===== src/rtl/stx_pkg.sv =====
package stx_pkg;

    typedef enum logic [2:0] {
        ST_IDLE,
        ST_ARM,
        ST_START,
        ST_DATA,
        ST_PAR,
        ST_STOP,
        ST_BRK,
        ST_DELIM
    } stx_state_e;

    typedef struct packed {
        logic msb_first;
        logic par_en;
        logic par_odd;
        logic two_stop;
        logic lin_mode;
    } stx_cfg_t;

endpackage


===== src/rtl/stx_holdbuf.sv =====
module stx_holdbuf #(
    parameter int DATA_W = 8
) (
    input  logic              clk,
    input  logic              rst_n,
    input  logic              pwr_en,
    input  logic              tx_en,
    input  logic              wr_stb,
    input  logic [DATA_W-1:0] wr_data,
    input  logic              lin_mode,
    input  logic              shift_busy,
    input  logic              take,
    output logic              full,
    output logic [DATA_W-1:0] data,
    output logic              violation
);

    typedef struct packed {
        logic              full;
        logic [DATA_W-1:0] data;
        logic              viol;
    } hb_t;

    localparam hb_t HB_IDLE = '{full: 1'b0, data: '0, viol: 1'b0};

    hb_t  hb_q, hb_d;
    logic wr_req;
    logic wr_ok;

    assign wr_req = pwr_en && tx_en && wr_stb;
    assign wr_ok  = wr_req && !hb_q.full && (!lin_mode || !shift_busy);

    always_comb begin
        hb_d      = hb_q;
        hb_d.viol = wr_req && !wr_ok;
        if (!pwr_en) begin
            hb_d = HB_IDLE;
        end else begin
            if (take) begin
                hb_d.full = 1'b0;
            end
            if (wr_ok) begin
                hb_d.full = 1'b1;
                hb_d.data = wr_data;
            end
        end
    end

    always_ff @(posedge clk or negedge rst_n) begin
        if (!rst_n) begin
            hb_q <= HB_IDLE;
        end else begin
            hb_q <= hb_d;
        end
    end

    assign full      = hb_q.full;
    assign data      = hb_q.data;
    assign violation = hb_q.viol;

    AST_NO_OVERWRITE: assert property (@(posedge clk) disable iff (!rst_n)
        (wr_req && hb_q.full && pwr_en) |=> $stable(hb_q.data)) else $error("pending byte overwritten");

    AST_LIN_SINGLE: assert property (@(posedge clk) disable iff (!rst_n)
        (lin_mode && $past(lin_mode) && pwr_en) |-> !(hb_q.full && shift_busy)) else $error("byte stacked in bus mode");

endmodule


===== src/rtl/stx_shifter.sv =====
module stx_shifter
    import stx_pkg::*;
#(
    parameter int DATA_W  = 8,
    parameter int BRK_LEN = 13
) (
    input  logic              clk,
    input  logic              rst_n,
    input  logic              pwr_en,
    input  logic              tx_en,
    input  logic              baud_tick,
    input  logic              brk_req,
    input  stx_cfg_t          cfg,
    input  logic              buf_full,
    input  logic [DATA_W-1:0] buf_data,
    output logic              take,
    output logic              line,
    output logic              busy,
    output logic              done
);

    localparam int CNT_MAX = (BRK_LEN > DATA_W) ? BRK_LEN : DATA_W;
    localparam int CNT_W   = $clog2(CNT_MAX + 1);

    typedef struct packed {
        stx_state_e        st;
        logic [DATA_W-1:0] sh;
        logic [CNT_W-1:0]  cnt;
        logic              par;
        logic              brk;
        logic              line;
        logic              done;
    } shf_t;

    localparam shf_t SHF_IDLE = '{st: ST_IDLE, sh: '0, cnt: '0, par: 1'b0,
                                  brk: 1'b0, line: 1'b1, done: 1'b0};

    shf_t              sf_q, sf_d;
    logic              par_on;
    logic              next_bit;
    logic [DATA_W-1:0] sh_adv;
    logic              frame_end;
    logic              chain;
    logic              start_ok;
    logic              brk_go;

    assign par_on    = cfg.par_en && !cfg.lin_mode;
    assign next_bit  = cfg.msb_first ? sf_q.sh[DATA_W-1] : sf_q.sh[0];
    assign sh_adv    = cfg.msb_first ? (sf_q.sh << 1) : (sf_q.sh >> 1);
    assign frame_end = baud_tick &&
                       ((sf_q.st == ST_STOP && !(cfg.two_stop && sf_q.cnt == '0)) ||
                        sf_q.st == ST_DELIM);
    assign chain     = frame_end && buf_full && !cfg.lin_mode;
    assign start_ok  = (sf_q.st == ST_IDLE) && buf_full;
    assign brk_go    = (sf_q.st == ST_IDLE) && !buf_full && pwr_en && tx_en && brk_req;
    assign take      = pwr_en && (start_ok || chain);

    always_comb begin
        sf_d      = sf_q;
        sf_d.done = 1'b0;
        if (!pwr_en) begin
            sf_d = SHF_IDLE;
        end else begin
            case (sf_q.st)
                ST_IDLE: begin
                    if (start_ok) begin
                        sf_d.st  = ST_ARM;
                        sf_d.sh  = buf_data;
                        sf_d.par = (^buf_data) ^ cfg.par_odd;
                        sf_d.brk = 1'b0;
                    end else if (brk_go) begin
                        sf_d.st  = ST_ARM;
                        sf_d.brk = 1'b1;
                    end
                end
                ST_ARM: begin
                    if (baud_tick) begin
                        sf_d.line = 1'b0;
                        if (sf_q.brk) begin
                            sf_d.st  = ST_BRK;
                            sf_d.cnt = CNT_W'(1);
                        end else begin
                            sf_d.st = ST_START;
                        end
                    end
                end
                ST_START: begin
                    if (baud_tick) begin
                        sf_d.st   = ST_DATA;
                        sf_d.line = next_bit;
                        sf_d.sh   = sh_adv;
                        sf_d.cnt  = CNT_W'(1);
                    end
                end
                ST_DATA: begin
                    if (baud_tick) begin
                        if (sf_q.cnt == CNT_W'(DATA_W)) begin
                            if (par_on) begin
                                sf_d.st   = ST_PAR;
                                sf_d.line = sf_q.par;
                            end else begin
                                sf_d.st   = ST_STOP;
                                sf_d.line = 1'b1;
                                sf_d.cnt  = '0;
                            end
                        end else begin
                            sf_d.line = next_bit;
                            sf_d.sh   = sh_adv;
                            sf_d.cnt  = sf_q.cnt + 1'b1;
                        end
                    end
                end
                ST_PAR: begin
                    if (baud_tick) begin
                        sf_d.st   = ST_STOP;
                        sf_d.line = 1'b1;
                        sf_d.cnt  = '0;
                    end
                end
                ST_STOP: begin
                    if (baud_tick && cfg.two_stop && sf_q.cnt == '0) begin
                        sf_d.cnt = CNT_W'(1);
                    end
                end
                ST_BRK: begin
                    if (baud_tick) begin
                        if (sf_q.cnt == CNT_W'(BRK_LEN)) begin
                            sf_d.st   = ST_DELIM;
                            sf_d.line = 1'b1;
                        end else begin
                            sf_d.cnt = sf_q.cnt + 1'b1;
                        end
                    end
                end
                default: ;
            endcase
            if (frame_end) begin
                sf_d.done = 1'b1;
                sf_d.brk  = 1'b0;
                if (chain) begin
                    sf_d.st   = ST_START;
                    sf_d.line = 1'b0;
                    sf_d.sh   = buf_data;
                    sf_d.par  = (^buf_data) ^ cfg.par_odd;
                end else begin
                    sf_d.st   = ST_IDLE;
                    sf_d.line = 1'b1;
                end
            end
        end
    end

    always_ff @(posedge clk or negedge rst_n) begin
        if (!rst_n) begin
            sf_q <= SHF_IDLE;
        end else begin
            sf_q <= sf_d;
        end
    end

    assign line = sf_q.line;
    assign busy = (sf_q.st != ST_IDLE);
    assign done = sf_q.done;

    AST_DONE_PULSE: assert property (@(posedge clk) disable iff (!rst_n)
        done |=> !done) else $error("completion pulse too long");

    AST_BRK_IGNORED: assert property (@(posedge clk) disable iff (!rst_n)
        (brk_req && sf_q.st != ST_IDLE && !sf_q.brk) |=> !sf_q.brk) else $error("break accepted while busy");

    AST_BRK_LOW: assert property (@(posedge clk) disable iff (!rst_n)
        (sf_q.st == ST_BRK && $past(sf_q.st) == ST_BRK) |-> !line) else $error("line high inside break");

endmodule


===== src/rtl/stx_lineout.sv =====
module stx_lineout (
    input  logic clk,
    input  logic rst_n,
    input  logic line,
    input  logic inv,
    output logic txd
);

    logic txd_d, txd_q;

    always_comb begin
        txd_d = line ^ inv;
    end

    always_ff @(posedge clk or negedge rst_n) begin
        if (!rst_n) begin
            txd_q <= 1'b1;
        end else begin
            txd_q <= txd_d;
        end
    end

    assign txd = txd_q;

endmodule


===== src/rtl/uart_tx_brk.sv =====
module uart_tx_brk
    import stx_pkg::*;
#(
    parameter int DATA_W  = 8,
    parameter int BRK_LEN = 13
) (
    input  logic              clk,
    input  logic              rst_n,
    input  logic              pwr_en,
    input  logic              tx_en,
    input  logic              lin_mode,
    input  logic              msb_first,
    input  logic              inv_out,
    input  logic              par_en,
    input  logic              par_odd,
    input  logic              two_stop,
    input  logic              baud_tick,
    input  logic              wr_stb,
    input  logic [DATA_W-1:0] wr_data,
    input  logic              brk_req,
    output logic              txd,
    output logic              buf_full,
    output logic              shift_busy,
    output logic              tx_done,
    output logic              wr_violation
);

    stx_cfg_t          cfg;
    logic              take;
    logic [DATA_W-1:0] held;
    logic              line;

    assign cfg = '{msb_first: msb_first, par_en: par_en, par_odd: par_odd,
                   two_stop: two_stop, lin_mode: lin_mode};

    stx_holdbuf #(.DATA_W(DATA_W)) hold_i (
        .clk        (clk),
        .rst_n      (rst_n),
        .pwr_en     (pwr_en),
        .tx_en      (tx_en),
        .wr_stb     (wr_stb),
        .wr_data    (wr_data),
        .lin_mode   (lin_mode),
        .shift_busy (shift_busy),
        .take       (take),
        .full       (buf_full),
        .data       (held),
        .violation  (wr_violation)
    );

    stx_shifter #(.DATA_W(DATA_W), .BRK_LEN(BRK_LEN)) shift_i (
        .clk       (clk),
        .rst_n     (rst_n),
        .pwr_en    (pwr_en),
        .tx_en     (tx_en),
        .baud_tick (baud_tick),
        .brk_req   (brk_req),
        .cfg       (cfg),
        .buf_full  (buf_full),
        .buf_data  (held),
        .take      (take),
        .line      (line),
        .busy      (shift_busy),
        .done      (tx_done)
    );

    stx_lineout out_i (
        .clk   (clk),
        .rst_n (rst_n),
        .line  (line),
        .inv   (inv_out),
        .txd   (txd)
    );

    AST_PWR_IDLE: assert property (@(posedge clk) disable iff (!rst_n)
        !pwr_en |=> (!buf_full && !shift_busy)) else $error("power-off did not idle");

    AST_FLAG_SEQ: assert property (@(posedge clk) disable iff (!rst_n)
        (buf_full && shift_busy && pwr_en) |=> shift_busy) else $error("flags left 11 without shifting");

    AST_WR_FILLS: assert property (@(posedge clk) disable iff (!rst_n)
        (pwr_en && tx_en && wr_stb && !buf_full && (!lin_mode || !shift_busy)) |=> buf_full) else $error("legal write lost");

    AST_IDLE_LEVEL: assert property (@(posedge clk) disable iff (!rst_n)
        (!shift_busy && $past(!shift_busy) && $stable(inv_out)) |-> (txd == !inv_out)) else $error("idle level wrong");

    AST_CFG_STABLE: assert property (@(posedge clk) disable iff (!rst_n)
        (tx_en && $past(tx_en)) |-> ($stable(inv_out) && $stable(msb_first))) else $error("config changed while enabled");

endmodule


===== config.mk =====
export PLATFORM = sky130hd
export DESIGN_NAME = uart_tx_brk
export DESIGN_NICKNAME = d
export VERILOG_FILES = /design/src/rtl/stx_pkg.sv /design/src/rtl/stx_holdbuf.sv /design/src/rtl/stx_shifter.sv /design/src/rtl/stx_lineout.sv /design/src/rtl/uart_tx_brk.sv
export SDC_FILE = /design/constraint.sdc
export NUM_CORES = 1
export LEC_CHECK = 0
export BUFFER_PORTS_ARGS = -buffer_cell sky130_fd_sc_hd__buf_4
export CAP_MARGIN = 20
export CORE_MARGIN = 2
export CORE_UTILIZATION = 64
export CTS_BUF_LIST = sky130_fd_sc_hd__clkbuf_8
export CTS_CLUSTER_SIZE = 16
export DETAILED_ROUTE_END_ITERATION = 12
export PLACE_DENSITY = 0.87
export SETUP_SLACK_MARGIN = 0.15
export SLEW_MARGIN = 20
export SYNTH_ARGS = -nofsm -noshare
export SYNTH_HDL_FRONTEND = slang
export SYNTH_HIERARCHICAL = 1
export SYNTH_SLANG_ARGS = --single-unit

===== constraint.sdc =====
create_clock -name clk -period 6.2 [get_ports clk]
set_input_delay 0.31 -clock clk [delete_from_list [all_inputs] [get_ports clk]]
set_output_delay 0.31 -clock clk [all_outputs]
set_load 0.02 [all_outputs]

==> flow_summary_export.csv, run 1 <==
group,metric,value,unit
floorplanning,die_height,59.1,um
yosys,synth-compound-area-share,19.7,%
routing,wirelength_met1,1960,um
min_path,hp-class,"input port to flop",
yosys,synthXorXnorAreaFrac,4.05,%
global_routing,grt_pass1_vias,1482,
routing,detailed_route_vias_per_instance,6.31,
cells_and_area,num_antenna_cells,0,
power,cellInternalPower,0.000461,W
floorplanning,top_level_ports,26,
worst_setup_path,critical_path_peak_fanout,17,
timing,finalSetupTns,0,ns
power,power.leakage,1.03,nW
floorplanning,initial_utilization,65.3,%
cells_and_area,finalCoreUtilization,74.7,%
yosys,mappedNetlistArea,1950,um2
yosys,synth-seq-cells,30,
routing,wirelength,4270,um
power,vdd_ir_drop_max,0.000189,V
routing,number_of_nets_with_antenna_violations_after_detailed_routing,0,
floorplanning,fp.coreArea,2980,um2
yosys,post_synth_inst_count,209,
yosys,synth_area_per_cell,9.31,um2
yosys,synth-seq-area-share,38.7,%
timing,grt_setup_unrepaired,"false",
global_routing,grt_pass1_wl,7150,um
cells_and_area,fin_nets,254,
clock_tree,clkSinkCount,30,
global_routing,maximum_number_of_pins_on_one_net_before_global_route_repair,31,
worst_setup_path,cp.required,6.40,ns
global_routing,grt_antenna_before_repair,0,
cells_and_area,synthToLayoutAreaGrowth,14.3,%
yosys,netlist_top_cells_area,"sky130_fd_sc_hd__dfrtp_1 (36%), sky130_fd_sc_hd__mux2i_1 (8.2%), sky130_fd_sc_hd__nand2_1 (4.2%), sky130_fd_sc_hd__nor2_1 (3.7%), sky130_fd_sc_hd__xnor2_1 (3.6%)",
yosys,yosys.area.top_type_share,36.0,%
timing,setup-violations-final,0,
yosys,synth_simple_gate_area_share,18.3,%
power,sw_share,37.0,%
timing,clock.fmax,0.438,GHz
timing,finalClockSkew,0.00644,ns
clock_tree,ctsLongestPathBuffers,2,
yosys,combinational_family_with_the_most_area_after_synthesis,"compound AO/OA/AOI/OAI gates",
yosys,synth_top_flop_cell,"sky130_fd_sc_hd__dfrtp_1",
clock_tree,cts_tree,"built",
placed_design,place.detailed.instances,255,
power,net-switching-power,0.000271,W
routing,drtIter0Drc,125,
power,power.share.clock,27.6,%
yosys,post_synth_most_frequent_cells,"sky130_fd_sc_hd__dfrtp_1 (28), sky130_fd_sc_hd__nand2_1 (22), sky130_fd_sc_hd__nor2_1 (19)",
worst_setup_path,worst-r2r-setup-slack,3.92,ns
clock_tree,clk-insertion-delay-late,0.28,ns
routing,drt-pass1-iter-count,4,
global_routing,grt_use_total,27.5,%
timing,worst_slew_pin_slew,0.588,ns
timing,hold_slack,0.173,ns
worst_setup_path,endpoint_kind,"flop",
clock_tree,cts_root_buffer,"sky130_fd_sc_hd__clkbuf_8",
floorplanning,fp.dieW,59.1,um
clock_tree,post-cts-setup-buffer-count,0,
yosys,post_synth_fa_ha_maj_area_fraction,1.93,%
yosys,synth_edf_count,0,
placed_design,detail_placement_hpwl,3010,um
yosys,post-synth-top-area-cell,"sky130_fd_sc_hd__dfrtp_1",
floorplanning,floorplan.rows,20,
cells_and_area,finish.cell_count_without_fillers,264,
floorplanning,design.die.area,3500,um2
placed_design,globalplace.congestion,0.922,
timing,slew_violations,0,
timing,final.period_utilization,36.8,%
placed_design,port_buf_inserts,25,
routing,drcViolationCount,0,
routing,routed.top_layer,"met4",
global_routing,grt_overflow,0,
routing,post_drt_wl_per_cell,16.2,um
power,power.sequential.fraction,37.6,%
outcome,status,"finished, final reports clean",
worst_setup_path,worst_ep_arrival_time,2.48,ns
timing,maxSlewHeadroom,60.7,%
yosys,synth_cell_type_count,54,
clock_tree,clk_pin_slew,0.07,ns
cells_and_area,fill_cells,214,
clock_tree,cts_htree_levels,2,
yosys,yosysMostFrequentCell,"sky130_fd_sc_hd__dfrtp_1",
timing,hold_violation_total_from_the_final_report,0,
cells_and_area,drive_above_1_share,19.5,%
worst_setup_path,critical_path_class,"flop to flop",
yosys,ys_warn_count,6,
yosys,syn-num-nets,233,
routing,via_count,1667,
routing,met3RoutedLength,335,um
power,power-per-cell-area,329,nW/um2
clock_tree,inserted_clock_buffers,5,
yosys,muxShareOfSynthArea,9.97,%
yosys,synth_async_sr_flop_share,100,%
power,p_comb_share,34.8,%
timing,layout_min_cycle_time,2.28,ns
worst_setup_path,setup.worst_path.start_class,"flop",
job,max-cap-violations,0,
routing,met2_wirelength,1880,um
==> path summary, 6_finish.rpt <==
check	depth (start not counted)	from	end
setup / recovery	5	shift_i/sf_q[18]	hold_i/data[4]
hold / removal	2	inv_out	out_i/txd
setup reg to reg	5	shift_i/sf_q[18]	hold_i/data[4]
hold reg to reg	1	shift_i/line	out_i/txd
max in group asynchronous	2	rst_n	shift_i/line
min in group asynchronous	2	rst_n	shift_i/sf_q[16]
==> flip-flops by register name, indices dropped and copies added (netlist names) <==
signal / flops
shift_i/done: 1
hold_i/data: 8
shift_i/line: 1
out_i/txd: 1
shift_i/sf_q: 17
hold_i/full: 1
hold_i/violation: 1
==> power groups by stage <==
| stage | Clock [W] | Sequential (W) | Combinational, W |
|---|---|---|---|
| after global placement | 0 | 0.000276 | 0.000246 |
| after detailed placement | 0 | 0.000276 | 0.000249 |
| after CTS | 0.000205 | 0.000273 | 0.000251 |
| after floorplan | 0 | 0.000252 | 0.000209 |
| final | 0.000202 | 0.000275 | 0.000255 |
| after global routing | 0.000213 | 0.000280 | 0.000275 |
==> per-layer routing <==
metal  global-route usage (%)  up-vias
met1                     41.1      783
met4                     7.79        0
met5                        0        -
li1                         -      787
met3                     5.90       11
met2                     40.2       86
==> final cells by class <==
cell class                      instances  area, um2  share of cell area [%]
Clock buffer                            6       82.6                    3.71
Clock inverter                          2       33.8                    1.52
Inverter                               18       67.6                    3.04
Multi-Input combinational cell        149       1050                    47.1
Sequential cell                        30        753                    33.9
Tap cell                               33       41.3                    1.86
Timing Repair Buffer                   26        198                    8.89
==> what timing repair did <==
action                    in CTS  in global routing
hold endpoints to repair      28                  0
hold buffers                   1                  0
resized for setup              0                  0
==> cells by family (layout without fill, tap and decap cells) <==
logic type	Yosys count	after routing
AO/OA/AOI/OAI	50	50
buffers and inverters	30	52
AND/OR/NAND/NOR	68	68
adder cells (fa/ha/maj)	3	3
multiplexers	19	19
XOR/XNOR	9	9
flip-flops	30	30
==> cell usage in the layout, fill, tap and decap left out, drive strengths merged, types with 3 or more instances in the layout <==
master / count
nand3: 5
xnor2: 8
nand2: 22
inv: 19
buf: 25
a21oi: 8
dfrtp: 28
mux2i: 16
ha: 3
o21ai: 12
mux2: 3
nand4: 4
nor3: 3
a221o: 6
clkbuf: 6
nand2b: 4
nor2: 19
==> worst max-delay path, stage by stage, from the launching register on <==
cell and delay, ns:
sky130_fd_sc_hd__dfrtp_1 0.58, sky130_fd_sc_hd__nor3_2 0.46, sky130_fd_sc_hd__inv_2 0.14, sky130_fd_sc_hd__a21oi_2 0.19, sky130_fd_sc_hd__nand4_1 0.50, sky130_fd_sc_hd__mux2i_1 0.32
==> metrics by stage <==
stage	power [W]	setup slack, ns	instance area [um2]
2_1_floorplan	0.000462	4.26	1950
3_3_place_gp	0.000521	4.01	2100
3_5_place_dp	0.000525	3.99	2100
4_1_cts	0.000729	3.99	2220
5_1_grt	0.000768	3.76	2220
6_report	0.000732	3.92	2220
No activity file was read; power rests on OpenSTA's default activity.
==> run 2: changes to the inputs <==
--- a/config.mk
+++ b/config.mk
@@ -8,11 +8,11 @@
 export BUFFER_PORTS_ARGS = -buffer_cell sky130_fd_sc_hd__buf_4
 export CAP_MARGIN = 20
 export CORE_MARGIN = 2
-export CORE_UTILIZATION = 64
+export CORE_UTILIZATION = 54
 export CTS_BUF_LIST = sky130_fd_sc_hd__clkbuf_8
 export CTS_CLUSTER_SIZE = 16
 export DETAILED_ROUTE_END_ITERATION = 12
-export PLACE_DENSITY = 0.87
+export PLACE_DENSITY = 0.78
 export SETUP_SLACK_MARGIN = 0.15
 export SLEW_MARGIN = 20
 export SYNTH_ARGS = -nofsm -noshare
==> constraint.sdc (replaced) <==
create_clock -name clk -period 1.85 [get_ports clk]
set_input_delay 0.0925 -clock clk [delete_from_list [all_inputs] [get_ports clk]]
set_output_delay 0.0925 -clock clk [all_outputs]
set_load 0.02 [all_outputs]
==> run 2 against run 1 <==
Compared with the run above:
- wire length rose by 30%
- non-clock buffer count increased by 28
- via count up 13%
- die area up 17%
- highest routed layer unchanged
- utilization up 2.9 points
==> flow_summary_export.csv, run 2 (same netlist as run 1, synthesis figures left out) <==
group,metric,value,unit
timing,grt_setup_unrepaired,"true",
timing,finalClockSkew,0.00731,ns
clock_tree,clk-insertion-delay-late,0.29,ns
power,power-per-cell-area,1090,nW/um2
cells_and_area,largest-register,"shift_i/sf_q",
worst_setup_path,worst_ep_arrival_time,2.00,ns
routing,post_drt_wl_per_cell,18.2,um
cells_and_area,finished_layout_cell_area,2630,um2
routing,wirelength,5550,um
routing,drtIter0Drc,235,
clock_tree,cts_htree_levels,2,
clock_tree,cts_tree,"built",
cells_and_area,finish.cell_count_without_fillers,305,
timing,hold_violation_total_from_the_final_report,0,
cells_and_area,fin_nets,282,
floorplanning,fp.coreArea,3390,um2
worst_setup_path,setup.worst_path.start_class,"flop",
clock_tree,clkSinkCount,30,
worst_setup_path,endpoint_kind,"flop",
power,power.leakage,1.20,nW
cells_and_area,mostFrequentLayoutCells,"sky130_fd_sc_hd__buf_4 (48), sky130_fd_sc_hd__dfrtp_1 (26), sky130_fd_sc_hd__nand2_1 (20), sky130_fd_sc_hd__nor2_1 (17), sky130_fd_sc_hd__mux2i_1 (16)",
placed_design,place.detailed.instances,287,
clock_tree,clk_pin_slew,0.07,ns
placed_design,port_buf_inserts,25,
floorplanning,top_level_ports,26,
clock_tree,cts_root_buffer,"sky130_fd_sc_hd__clkbuf_8",
global_routing,grt_pass1_vias,1672,
cells_and_area,max_ffs_per_register,17,
power,vdd_ir_drop_max,0.000806,V
timing,clock.fmax,0.550,GHz
cells_and_area,drive_above_1_share,38.2,%
floorplanning,die_height,64.0,um
timing,slew_violations,0,
cells_and_area,num_antenna_cells,0,
outcome,status,"finished, final reports clean",
global_routing,grt_overflow,0,
routing,number_of_nets_with_antenna_violations_after_detailed_routing,0,
timing,maxSlewHeadroom,73.3,%
placed_design,detail_placement_hpwl,3360,um
job,max-cap-violations,0,
global_routing,grt_pass1_wl,8210,um
worst_setup_path,worst_path_largest_cell_delay,0.39,ns
worst_setup_path,critical_path_class,"flop to flop",
floorplanning,initial_utilization,57.4,%
worst_setup_path,critical_path_peak_fanout,4,
placed_design,post_dp_cell_area,2260,um2
routing,via_count,1883,
timing,setup-violations-final,0,
timing,worst_slew_pin_slew,0.397,ns
global_routing,grt_use_total,26.0,%
clock_tree,ctsLongestPathBuffers,2,
global_routing,maximum_number_of_pins_on_one_net_before_global_route_repair,31,
floorplanning,floorplan.rows,21,
placed_design,globalplace.congestion,0.991,
floorplanning,design.die.area,4100,um2
global_routing,grt_antenna_before_repair,0,
timing,finalSetupTns,0,ns
cells_and_area,most_common_library_cell_in_the_layout_ignoring_fill_and_taps,"sky130_fd_sc_hd__buf_4",
timing,final.period_utilization,98.4,%
routing,detailed_route_vias_per_instance,6.17,
min_path,hp-class,"input port to flop",
routing,drt-pass1-iter-count,5,
timing,layout_min_cycle_time,1.82,ns
worst_setup_path,crit_chain,"inv_2 > ha_1 > and3_4 > o21ai_0 > a211oi_2 > buf_4 > mux2i_1 > nor2_1",
worst_setup_path,critical_path.slowest_cell,"sky130_fd_sc_hd__dfrtp_1",
cells_and_area,synthToLayoutAreaGrowth,35.1,%
floorplanning,fp.dieW,64.0,um
routing,drcViolationCount,0,
worst_setup_path,cp.required,2.03,ns
clock_tree,inserted_clock_buffers,5,
[run 2: area by class of cell]
type | instances | area, um2
multi-input combinational | 149 | 1220
fill | 215 | 761
sequential | 30 | 756
timing repair buffer | 54 | 434
clock buffer | 6 | 82.6
inverter | 18 | 67.6
tap | 46 | 57.6
clock inverter | 2 | 12.5
[run 2: final timing paths]
path	startpoint	to	slack, ns	cells after the start
hold reg to reg	shift_i/line	shift_i/line	0.51	1
hold / removal	wr_data[4]	hold_i/data[4]	0.04	3
max in group asynchronous	rst_n	out_i/txd	1.26	2
min in group asynchronous	rst_n	hold_i/full	0.27	2
setup / recovery	shift_i/sf_q[5]	shift_i/sf_q[16]	0.03	8
setup reg to reg	shift_i/sf_q[5]	shift_i/sf_q[16]	0.03	8
[run 2: stage by stage]
| stage | total power (W) | util [%] | hold slack (ns) | setup slack [ns] |
|---|---|---|---|---|
| global placement | 0.00195 | 66.8 | 0.0420 | 0.0383 |
| floorplan | 0.00155 | - | -0.203 | -0.0507 |
| detailed placement | 0.00195 | 66.8 | 0.0389 | -0.00722 |
| global route | 0.00300 | 77.6 | 0.0401 | -0.0536 |
| finish | 0.00286 | 77.6 | 0.0427 | 0.0303 |
| CTS | 0.00260 | 73.0 | 0.0417 | 0.101 |
[run 2: worst max-delay path, delay by kind of cell, from the launching register on]
family,cells,cell delay (ns)
AND/OR/NAND/NOR,2,0.26
flip-flops,1,0.39
AO/OA/AOI/OAI,2,0.42
adder cells (fa/ha/maj),1,0.15
buffers and inverters,2,0.29
multiplexers,1,0.21
[run 2: layer usage]
metal  routed length (um)  vias up  track usage, %  share of wire (%)
li1                     -      845               -                  -
met1                 2300      884            39.2                 41
met2                 2550      124            36.7                 46
met3                  510       30            5.63                9.2
met4                  191        0            8.42                3.4
met5                    0        -               0                  0
[run 2: report_power, final]
| group | leakage [nW] | total [W] | internal, W | switching, W |
|---|---|---|---|---|
| clock | 0.0472 | 0.000554 | 0.000298 | 0.000256 |
| sequential | 0.403 | 0.000897 | 0.000759 | 0.000138 |
| combinational | 0.749 | 0.00141 | 0.000649 | 0.000765 |
[run 2: what timing repair did]
action	CTS	global route
setup endpoints to repair	17	19
resized for setup	17	25
hold buffers	2	0
hold endpoints to repair	29	0
setup buffers	2	6
pin swaps	8	10
